### config.mk
export PLATFORM = sky130hd
export DESIGN_NAME = ide_pio_strobe_gen
export DESIGN_NICKNAME = d
export VERILOG_FILES = /design/src/rtl/ide_pio_pkg.sv /design/src/rtl/ide_pio_regs.sv /design/src/rtl/ide_pio_tsel.sv /design/src/rtl/ide_pio_seq.sv /design/src/rtl/ide_pio_strobe_gen.sv
export SDC_FILE = /design/constraint.sdc
export NUM_CORES = 1
export LEC_CHECK = 0
export BUFFER_PORTS_ARGS = -buffer_cell sky130_fd_sc_hd__buf_4
export CORE_MARGIN = 5
export CORE_UTILIZATION = 40
export DETAILED_ROUTE_END_ITERATION = 10
export GPL_ROUTABILITY_DRIVEN = 0
export PLACE_DENSITY = 0.68
export SETUP_SLACK_MARGIN = 0.3
export SYNTH_ARGS = -nofsm -noshare
export SYNTH_HDL_FRONTEND = slang
export SYNTH_HIERARCHICAL = 1
export SYNTH_SLANG_ARGS = --single-unit
### constraint.sdc
create_clock -name clk -period 4.92 [get_ports clk]
set_clock_uncertainty 0.15 [all_clocks]
set_input_delay 1.476 -clock clk [delete_from_list [all_inputs] [get_ports clk]]
set_output_delay 1.476 -clock clk [all_outputs]
set_load 0.02 [all_outputs]
### src/rtl/ide_pio_pkg.sv
package ide_pio_pkg;

  localparam int TWORD_W      = 16;
  localparam int ACT_W        = 8;
  localparam int REC_W        = 6;
  localparam int HONOUR_BIT   = 6;
  localparam int CTL_STRIDE   = 4;
  localparam int CTL_EN_OFS   = 0;
  localparam int CTL_MODE_OFS = 1;

  typedef enum logic [1:0] {
    ST_IDLE = 2'd0,
    ST_ACT  = 2'd1,
    ST_REC  = 2'd2
  } seq_st_t;

  typedef struct packed {
    logic             en;
    logic             honour;
    logic [ACT_W-1:0] act_m1;
    logic [REC_W-1:0] rec_m1;
  } acc_tim_t;

endpackage

### src/rtl/ide_pio_regs.sv
module ide_pio_regs
  import ide_pio_pkg::*;
#(
  parameter int NUM_DRV = 4,
  parameter int DRV_W   = 2,
  parameter int CTL_W   = 8
) (
  input  logic                       clk,
  input  logic                       rst_n,
  input  logic                       tim_we,
  input  logic [DRV_W-1:0]           tim_drive,
  input  logic [TWORD_W-1:0]         tim_wdata,
  input  logic                       ctl_we,
  input  logic [CTL_W-1:0]           ctl_wdata,
  output logic [NUM_DRV*TWORD_W-1:0] tim_flat,
  output logic [CTL_W-1:0]           ctl_q
);

  logic [NUM_DRV-1:0][TWORD_W-1:0] tim_q;
  logic [NUM_DRV-1:0]              tim_wen;

  always_comb begin
    for (int d = 0; d < NUM_DRV; d++) begin
      tim_wen[d] = tim_we && (tim_drive == DRV_W'(d));
    end
  end

  always_ff @(posedge clk or negedge rst_n) begin
    if (!rst_n) begin
      tim_q <= '0;
    end else begin
      for (int d = 0; d < NUM_DRV; d++) begin
        if (tim_wen[d]) tim_q[d] <= tim_wdata;
      end
    end
  end

  always_ff @(posedge clk or negedge rst_n) begin
    if (!rst_n)      ctl_q <= '0;
    else if (ctl_we) ctl_q <= ctl_wdata;
  end

  generate
    for (genvar g = 0; g < NUM_DRV; g++) begin : g_flat
      assign tim_flat[g*TWORD_W +: TWORD_W] = tim_q[g];
    end
  endgenerate

  // control byte changes only on a write
  p_ctl_hold_r9: assert property (@(posedge clk) disable iff (!rst_n)
    !ctl_we |=> $stable(ctl_q));

endmodule

### src/rtl/ide_pio_tsel.sv
module ide_pio_tsel
  import ide_pio_pkg::*;
#(
  parameter int                 NUM_DRV       = 4,
  parameter int                 DRV_PER_CH    = 2,
  parameter int                 DRV_W         = 2,
  parameter int                 CH_W          = 1,
  parameter int                 CTL_W         = 8,
  parameter logic [TWORD_W-1:0] FALLBACK_WORD = 16'h050D
) (
  input  logic [DRV_W-1:0]           drv,
  input  logic [NUM_DRV*TWORD_W-1:0] tim_flat,
  input  logic [CTL_W-1:0]           ctl,
  output acc_tim_t                   tim,
  output logic [CH_W-1:0]            ch
);

  always_comb begin
    automatic int            chi  = int'(drv) / DRV_PER_CH;
    automatic logic [TWORD_W-1:0] word = tim_flat[int'(drv)*TWORD_W +: TWORD_W];
    automatic logic          fast = ctl[chi*CTL_STRIDE + CTL_MODE_OFS];
    automatic logic [TWORD_W-1:0] use_w = fast ? word : FALLBACK_WORD;
    ch         = CH_W'(chi);
    tim.en     = ctl[chi*CTL_STRIDE + CTL_EN_OFS];
    tim.honour = use_w[HONOUR_BIT];
    tim.act_m1 = use_w[TWORD_W-1 -: ACT_W];
    tim.rec_m1 = use_w[REC_W-1:0];
  end

endmodule

### src/rtl/ide_pio_seq.sv
module ide_pio_seq
  import ide_pio_pkg::*;
#(
  parameter int NUM_CH = 2,
  parameter int CH_W   = 1
) (
  input  logic              clk,
  input  logic              rst_n,
  input  logic              req_start,
  input  logic              req_write,
  input  logic [CH_W-1:0]   req_ch,
  input  acc_tim_t          tim,
  input  logic [NUM_CH-1:0] iordy,
  output logic [NUM_CH-1:0] dior_n,
  output logic [NUM_CH-1:0] diow_n,
  output logic              done
);

  seq_st_t          st_q, st_d;
  logic [ACT_W-1:0] cnt_q, cnt_d;
  logic [REC_W-1:0] rec_q;
  logic             wr_q, honour_q;
  logic [CH_W-1:0]  ch_q;
  logic             done_q, done_d;
  logic             cap_en;
  logic             iordy_sel;
  logic             stall;

  assign cap_en    = (st_q == ST_IDLE) && req_start;
  assign iordy_sel = iordy[ch_q];
  assign stall     = honour_q && !iordy_sel;

  always_comb begin
    st_d   = st_q;
    cnt_d  = cnt_q;
    done_d = 1'b0;
    unique case (st_q)
      ST_IDLE: begin
        if (req_start) begin
          if (tim.en) begin
            st_d  = ST_ACT;
            cnt_d = tim.act_m1;
          end else begin
            done_d = 1'b1;
          end
        end
      end
      ST_ACT: begin
        if (!stall) begin
          if (cnt_q == '0) begin
            st_d  = ST_REC;
            cnt_d = ACT_W'(rec_q);
          end else begin
            cnt_d = cnt_q - 1'b1;
          end
        end
      end
      ST_REC: begin
        if (cnt_q == '0) begin
          st_d   = ST_IDLE;
          done_d = 1'b1;
        end else begin
          cnt_d = cnt_q - 1'b1;
        end
      end
      default: st_d = ST_IDLE;
    endcase
  end

  always_ff @(posedge clk or negedge rst_n) begin
    if (!rst_n) begin
      st_q   <= ST_IDLE;
      cnt_q  <= '0;
      done_q <= 1'b0;
    end else begin
      st_q   <= st_d;
      cnt_q  <= cnt_d;
      done_q <= done_d;
    end
  end

  always_ff @(posedge clk or negedge rst_n) begin
    if (!rst_n) begin
      rec_q    <= '0;
      wr_q     <= 1'b0;
      honour_q <= 1'b0;
      ch_q     <= '0;
    end else if (cap_en) begin
      rec_q    <= tim.rec_m1;
      wr_q     <= req_write;
      honour_q <= tim.honour;
      ch_q     <= req_ch;
    end
  end

  generate
    for (genvar c = 0; c < NUM_CH; c++) begin : g_strobe
      assign dior_n[c] = !((st_q == ST_ACT) && !wr_q && (ch_q == CH_W'(c)));
      assign diow_n[c] = !((st_q == ST_ACT) &&  wr_q && (ch_q == CH_W'(c)));
    end
  endgenerate

  assign done = done_q;

  // no strobe outside the active phase
  p_idle_quiet_r1: assert property (@(posedge clk) disable iff (!rst_n)
    (st_q != ST_ACT) |-> (&dior_n && &diow_n));

  // at most one strobe low at any time
  p_one_strobe_r4: assert property (@(posedge clk) disable iff (!rst_n)
    $countones({~dior_n, ~diow_n}) <= 1);

  // done lasts one clock
  p_done_pulse_r8: assert property (@(posedge clk) disable iff (!rst_n)
    done |=> !done);

  // a request during an access does not restart it
  p_busy_ignore_r8: assert property (@(posedge clk) disable iff (!rst_n)
    (st_q == ST_REC && cnt_q != '0 && req_start) |=> (st_q == ST_REC));

  // a stalled active phase keeps its count
  p_iordy_hold_r7: assert property (@(posedge clk) disable iff (!rst_n)
    (st_q == ST_ACT && stall) |=> (st_q == ST_ACT && $stable(cnt_q)));

  // captured access settings stay fixed while busy
  p_snapshot_r9: assert property (@(posedge clk) disable iff (!rst_n)
    (st_q != ST_IDLE && $past(st_q) != ST_IDLE) |->
      ($stable(rec_q) && $stable(wr_q) && $stable(ch_q) && $stable(honour_q)));

  // active count never grows inside one active phase
  p_act_down_r2: assert property (@(posedge clk) disable iff (!rst_n)
    (st_q == ST_ACT && $past(st_q) == ST_ACT) |-> (cnt_q <= $past(cnt_q)));

endmodule

### src/rtl/ide_pio_strobe_gen.sv
module ide_pio_strobe_gen
  import ide_pio_pkg::*;
#(
  parameter int                 NUM_CH        = 2,
  parameter int                 DRV_PER_CH    = 2,
  parameter logic [TWORD_W-1:0] FALLBACK_WORD = 16'h050D,
  localparam int                NUM_DRV       = NUM_CH * DRV_PER_CH,
  localparam int                DRV_W         = (NUM_DRV > 1) ? $clog2(NUM_DRV) : 1,
  localparam int                CH_W          = (NUM_CH > 1) ? $clog2(NUM_CH) : 1,
  localparam int                CTL_W         = CTL_STRIDE * NUM_CH
) (
  input  logic               clk,
  input  logic               rst_n,
  input  logic               tim_we,
  input  logic [DRV_W-1:0]   tim_drive,
  input  logic [TWORD_W-1:0] tim_wdata,
  input  logic               ctl_we,
  input  logic [CTL_W-1:0]   ctl_wdata,
  input  logic               req_start,
  input  logic               req_write,
  input  logic [DRV_W-1:0]   req_drive,
  input  logic [NUM_CH-1:0]  iordy,
  output logic [NUM_CH-1:0]  dior_n,
  output logic [NUM_CH-1:0]  diow_n,
  output logic               done
);

  logic [NUM_DRV*TWORD_W-1:0] tim_flat;
  logic [CTL_W-1:0]           ctl_q;
  acc_tim_t                   sel_tim;
  logic [CH_W-1:0]            sel_ch;

  ide_pio_regs #(
    .NUM_DRV (NUM_DRV),
    .DRV_W   (DRV_W),
    .CTL_W   (CTL_W)
  ) u_regs (
    .clk       (clk),
    .rst_n     (rst_n),
    .tim_we    (tim_we),
    .tim_drive (tim_drive),
    .tim_wdata (tim_wdata),
    .ctl_we    (ctl_we),
    .ctl_wdata (ctl_wdata),
    .tim_flat  (tim_flat),
    .ctl_q     (ctl_q)
  );

  ide_pio_tsel #(
    .NUM_DRV       (NUM_DRV),
    .DRV_PER_CH    (DRV_PER_CH),
    .DRV_W         (DRV_W),
    .CH_W          (CH_W),
    .CTL_W         (CTL_W),
    .FALLBACK_WORD (FALLBACK_WORD)
  ) u_tsel (
    .drv      (req_drive),
    .tim_flat (tim_flat),
    .ctl      (ctl_q),
    .tim      (sel_tim),
    .ch       (sel_ch)
  );

  ide_pio_seq #(
    .NUM_CH (NUM_CH),
    .CH_W   (CH_W)
  ) u_seq (
    .clk       (clk),
    .rst_n     (rst_n),
    .req_start (req_start),
    .req_write (req_write),
    .req_ch    (sel_ch),
    .tim       (sel_tim),
    .iordy     (iordy),
    .dior_n    (dior_n),
    .diow_n    (diow_n),
    .done      (done)
  );

endmodule

After elaboration in Yosys (flattened, before gate mapping) --
Index checks and enable logic that the tools add are counted.
Word-level totals: register bits 92
Operators by class: add/subtract/negate cells 2, $lt $le $gt $ge 3, equal/unequal tests 11, shift operators 1, mux-type cells 24, bitwise gates (word level) 1, reduce and logical (&&, ||, !) cells 24
Operators by type and width (number):
- 64-bit by 7-bit indexed part select with 16-bit output | 1
- 8-bit 2-to-1 mux | 5
- 32-bit by 5-bit < comparator with 1-bit output (second input constant) | 1
- 8-bit case mux with 3 select lines | 1
- 16-bit 2-to-1 mux | 1
- 1-bit logical AND | 12
- 2-bit 2-to-1 mux | 5
- 5-bit AND reduction | 2
- 1-bit 2-to-1 mux | 9
- 8-bit logical NOT | 1
- 2-bit != test (second input constant) | 4
- 8-bit by 1-bit subtractor with 8-bit output (second input constant) | 1
- 2-bit equality test (second input constant) | 3
- 1-bit logical NOT | 6
- 2-bit case mux with 3 select lines | 1
- 3-bit by 1-bit adder with 4-bit output (second input constant) | 1
- 2-bit by 1-bit equality test with 1-bit output (second input constant) | 2
- 2-bit logical NOT | 2
- 3-bit by 4-bit < comparator with 1-bit output (second input constant) | 1
- 2-bit by 1-bit != test with 1-bit output (second input constant) | 2
- 1-bit binary-select mux with 3-bit select | 1
- 3-bit nonzero test | 1
- 1-bit by 2-bit < comparator with 1-bit output (second input constant) | 1
- 1-bit case mux with 2 select lines | 1
- 1-bit NOT | 1

Longest topological paths before layout --
word-level depth 8, gate-level depth with buffers 8, mapped depth without buffers 6

By module --
Netlist, hierarchy kept.
By module, submodules not included:
- ide_pio_regs | times used 1, cells each 153, area an instance 2705.1 um^2, seq. area each 1801.7 um^2
- ide_pio_seq | times used 1, cells each 126, area an instance 1350.0 um^2, seq. area each 500.5 um^2
- ide_pio_tsel | times used 1, cells each 38, area an instance 531.8 um^2, seq. area each 0.0 um^2

Worst setup path after synthesis --
No wires, ideal clock.
path kind input port to flip-flop, start input req_drive[1], end register u_seq.cnt_q[0], arrival time 3.104 ns, data required time 4.645 ns, slack 1.541 ns, stages 8, path buffers 3, cell sequence buf_2 > buf_2 > mux2_2 > a21boi_1 > a311oi_2 > and2_4 > buf_6 > mux2_4
RTL lines:
- start, declared | line ide_pio_strobe_gen.sv:21 | input logic [DRV_W-1:0] req_drive,
- end signal, assigned | line ide_pio_seq.sv:77 | cnt_q <= cnt_d;
- end, declared | line ide_pio_seq.sv:20 | logic [ACT_W-1:0] cnt_q, cnt_d;

Final worst setup path --
start register u_seq.st_q[1], end output dior_n[0]
On the way: cells in the longest elaborated chain, start to end 4
Ends and longest elaborated chain:
- start, declared | line ide_pio_seq.sv:19 | seq_st_t st_q, st_d;
- start signal, assigned | line ide_pio_seq.sv:76 | st_q <= st_d;
- 2-bit by 1-bit equality test with 1-bit output | line ide_pio_seq.sv:98 | assign dior_n[c] = !((st_q == ST_ACT) && !wr_q && (ch_q == CH_W'(c)));
- 1-bit logical AND (2 in a row) | line ide_pio_seq.sv:98
- 1-bit logical NOT | line ide_pio_seq.sv:98
- end, declared | line ide_pio_strobe_gen.sv:23 | output logic [NUM_CH-1:0] dior_n,
No other way between the ends.

==> results.json <==
{
  "clock-sinks": 84,
  "place_area_um2": 4600,
  "setup_viol": 0,
  "io_buffer_count": 35,
  "holdBufCountCts": 0,
  "clockRootBuffer": "clkbuf_8",
  "cp.required_ns": 3.29,
  "layout_commonest_cell": "dfrtp_1",
  "fin_crit_ns": 3.68,
  "outcome": "finished clean",
  "die_x_um": 114,
  "max_slew_margin_pct": 30.6,
  "globalRoute.totalOverflow": 0,
  "cts_tree": "yes",
  "drc": 0,
  "tightest_slew_ns": 1.04,
  "hold_path_end": "u_regs/tim_flat[18]$_DFFE_PN0P_",
  "avgViaCountPerCell": 5.51,
  "r2r_setup_slack_ns": 2.29,
  "r2r_start": "u_seq/st_q[1]$_DFFE_PN0P_",
  "diodes": 0,
  "cts_setup_buffers": 0,
  "fmax_ghz": 0.272,
  "powerDensity_nw_per_um2": 504,
  "dpl.cell_count": 456,
  "cts_max_level": 3,
  "path_class": "reg -> out",
  "cts.reportedPaths.clkPinSlew_ns": 0.09,
  "route.vias.total": 2599,
  "critPathMaxFanout": 18,
  "nNetsFinal": 372,
  "grt_usage_pct": 13.2,
  "grt_pass1_wl_um": 13500,
  "cts.path.max_buffers": 2,
  "design_area_um2": 4810,
  "synth_warnings": 6,
  "place_ws_ns": 1.45,
  "drt-initial-drc-count": 82,
  "antenna_found_initial": 0,
  "cts_inserted_buffers": 9,
  "tns_ns": 0,
  "r2r_end": "u_seq/cnt_q[1]$_DFFE_PN0P_",
  "worstPathArrival_ns": 2.05,
  "rsz0062_at_grt": "false",
  "wirelength_um": 8070,
  "clk_latency_ns": 0.35,
  "p_leak_nw": 2.04,
  "ant_nets": 0,
  "ios": 41,
  "hold_path_depth": 1,
  "die_h_um": 114,
  "synth_cells": 301,
  "die_area_um2": 12900,
  "routedWlPerCell_um": 17.1,
  "hold_violations": 0,
  "n_fill_cell": 919,
  "timing.final.ws_setup_ns": 1.24,
  "avgSynthCellArea_um2": 14.3,
  "fin_util_pct": 46.2,
  "final_cell_mix": "dfrtp_1 (84), mux2_2 (75), buf_4 (35)",
  "startpoint_type": "flip-flop",
  "syn_area_um2": 4300,
  "first_pass_iters": 6,
  "core_area_um2": 10400,
  "hp-start": "u_regs/tim_flat[18]$_DFFE_PN0P_",
  "fin_crit_sh_pct": 74.8,
  "cts-resized-gates": 0,
  "rows": 37,
  "peakVddDrop_v": 0.000228,
  "grt_max_degree": 85,
  "place_hpwl_um": 5450,
  "min_path_type": "reg -> reg",
  "syn2layout_area_growth_pct": 11.9,
  "reg2reg_depth": 6,
  "endpoint_kind": "output port",
  "start_util_pct": 41.2,
  "synth.net_count": 342,
  "final_max_slew_viol_count": 0,
  "cap_viol_max_count": 0,
  "grt_pass1_vias": 2673,
  "drive_above_1_share_pct": 45.8,
  "final_cells": 472
}
[worst max-delay path: stages (launching register included)]
cell     delay (ns)
dfrtp_1        0.40
inv_1          0.08
ha_1           0.55
or3b_2         0.49
buf_4          0.17
[metrics by stage]
stage	hold slack [ns]	total power [W]
2_1_floorplan	0.320	0.00172
3_3_place_gp	0.329	0.00190
3_5_place_dp	0.338	0.00192
4_1_cts	0.357	0.00244
5_1_grt	0.361	0.00257
6_report	0.353	0.00242
[worst max path at each step]
stage | startpoint | endpoint | slack (ns) | cells after the start
final | u_seq/st_q[1]$_DFFE_PN0P_ | dior_n[0] | 1.24 | 4
after global routing | u_seq/st_q[1]$_DFFE_PN0P_ | dior_n[0] | 1.12 | 4
after CTS | u_seq/st_q[1]$_DFFE_PN0P_ | dior_n[0] | 1.22 | 4
after detailed placement | req_drive[0] | u_seq/cnt_q[3]$_DFFE_PN0P_ | 1.45 | 7
after global placement | req_drive[0] | u_seq/cnt_q[4]$_DFFE_PN0P_ | 1.45 | 7
after floorplan | req_drive[1] | u_seq/cnt_q[0]$_DFFE_PN0P_ | 1.54 | 8
[report_power, final]
| group | switching, W | internal (W) | total (W) |
|---|---|---|---|
| registers | 0.000119 | 0.000859 | 0.000978 |
| clock network | 0.000261 | 0.000253 | 0.000514 |
| logic | 0.000453 | 0.000477 | 0.000930 |
| total | 0.000833 | 0.00159 | 0.00242 |
[routing by layer]
layer / global-route usage, % / share of wire [%] / vias to the layer above
li1: - / - / 1198
met1: 17.9 / 47 / 1344
met2: 21.0 / 48 / 45
met3: 3.29 / 3.7 / 12
met4: 3.69 / 1.3 / 0
met5: 0 / 0 / -
[final cells by class]
class                   count  area [um^2]  share of cell area [%]
well taps                 136          170                    3.54
flip-flops and latches     84         2100                    43.7
multi-input cells         192         2030                    42.3
clock buffers              10          138                    2.86
inverters                   9         33.8                   0.703
repair buffers             35          263                    5.47
clock inverters             6         68.8                    1.43
[sequential cells by signal, indices dropped and copies added (netlist names)]
register	flops
u_regs/tim_flat	60
u_seq/cnt_q	8
u_seq/rec_q	6
u_regs/ctl_q	4
u_seq/st_q	2
u_seq/ch_q	1
u_seq/done	1
u_seq/honour_q	1
u_seq/wr_q	1
Note: power is estimated with default switching activity, not from simulation.
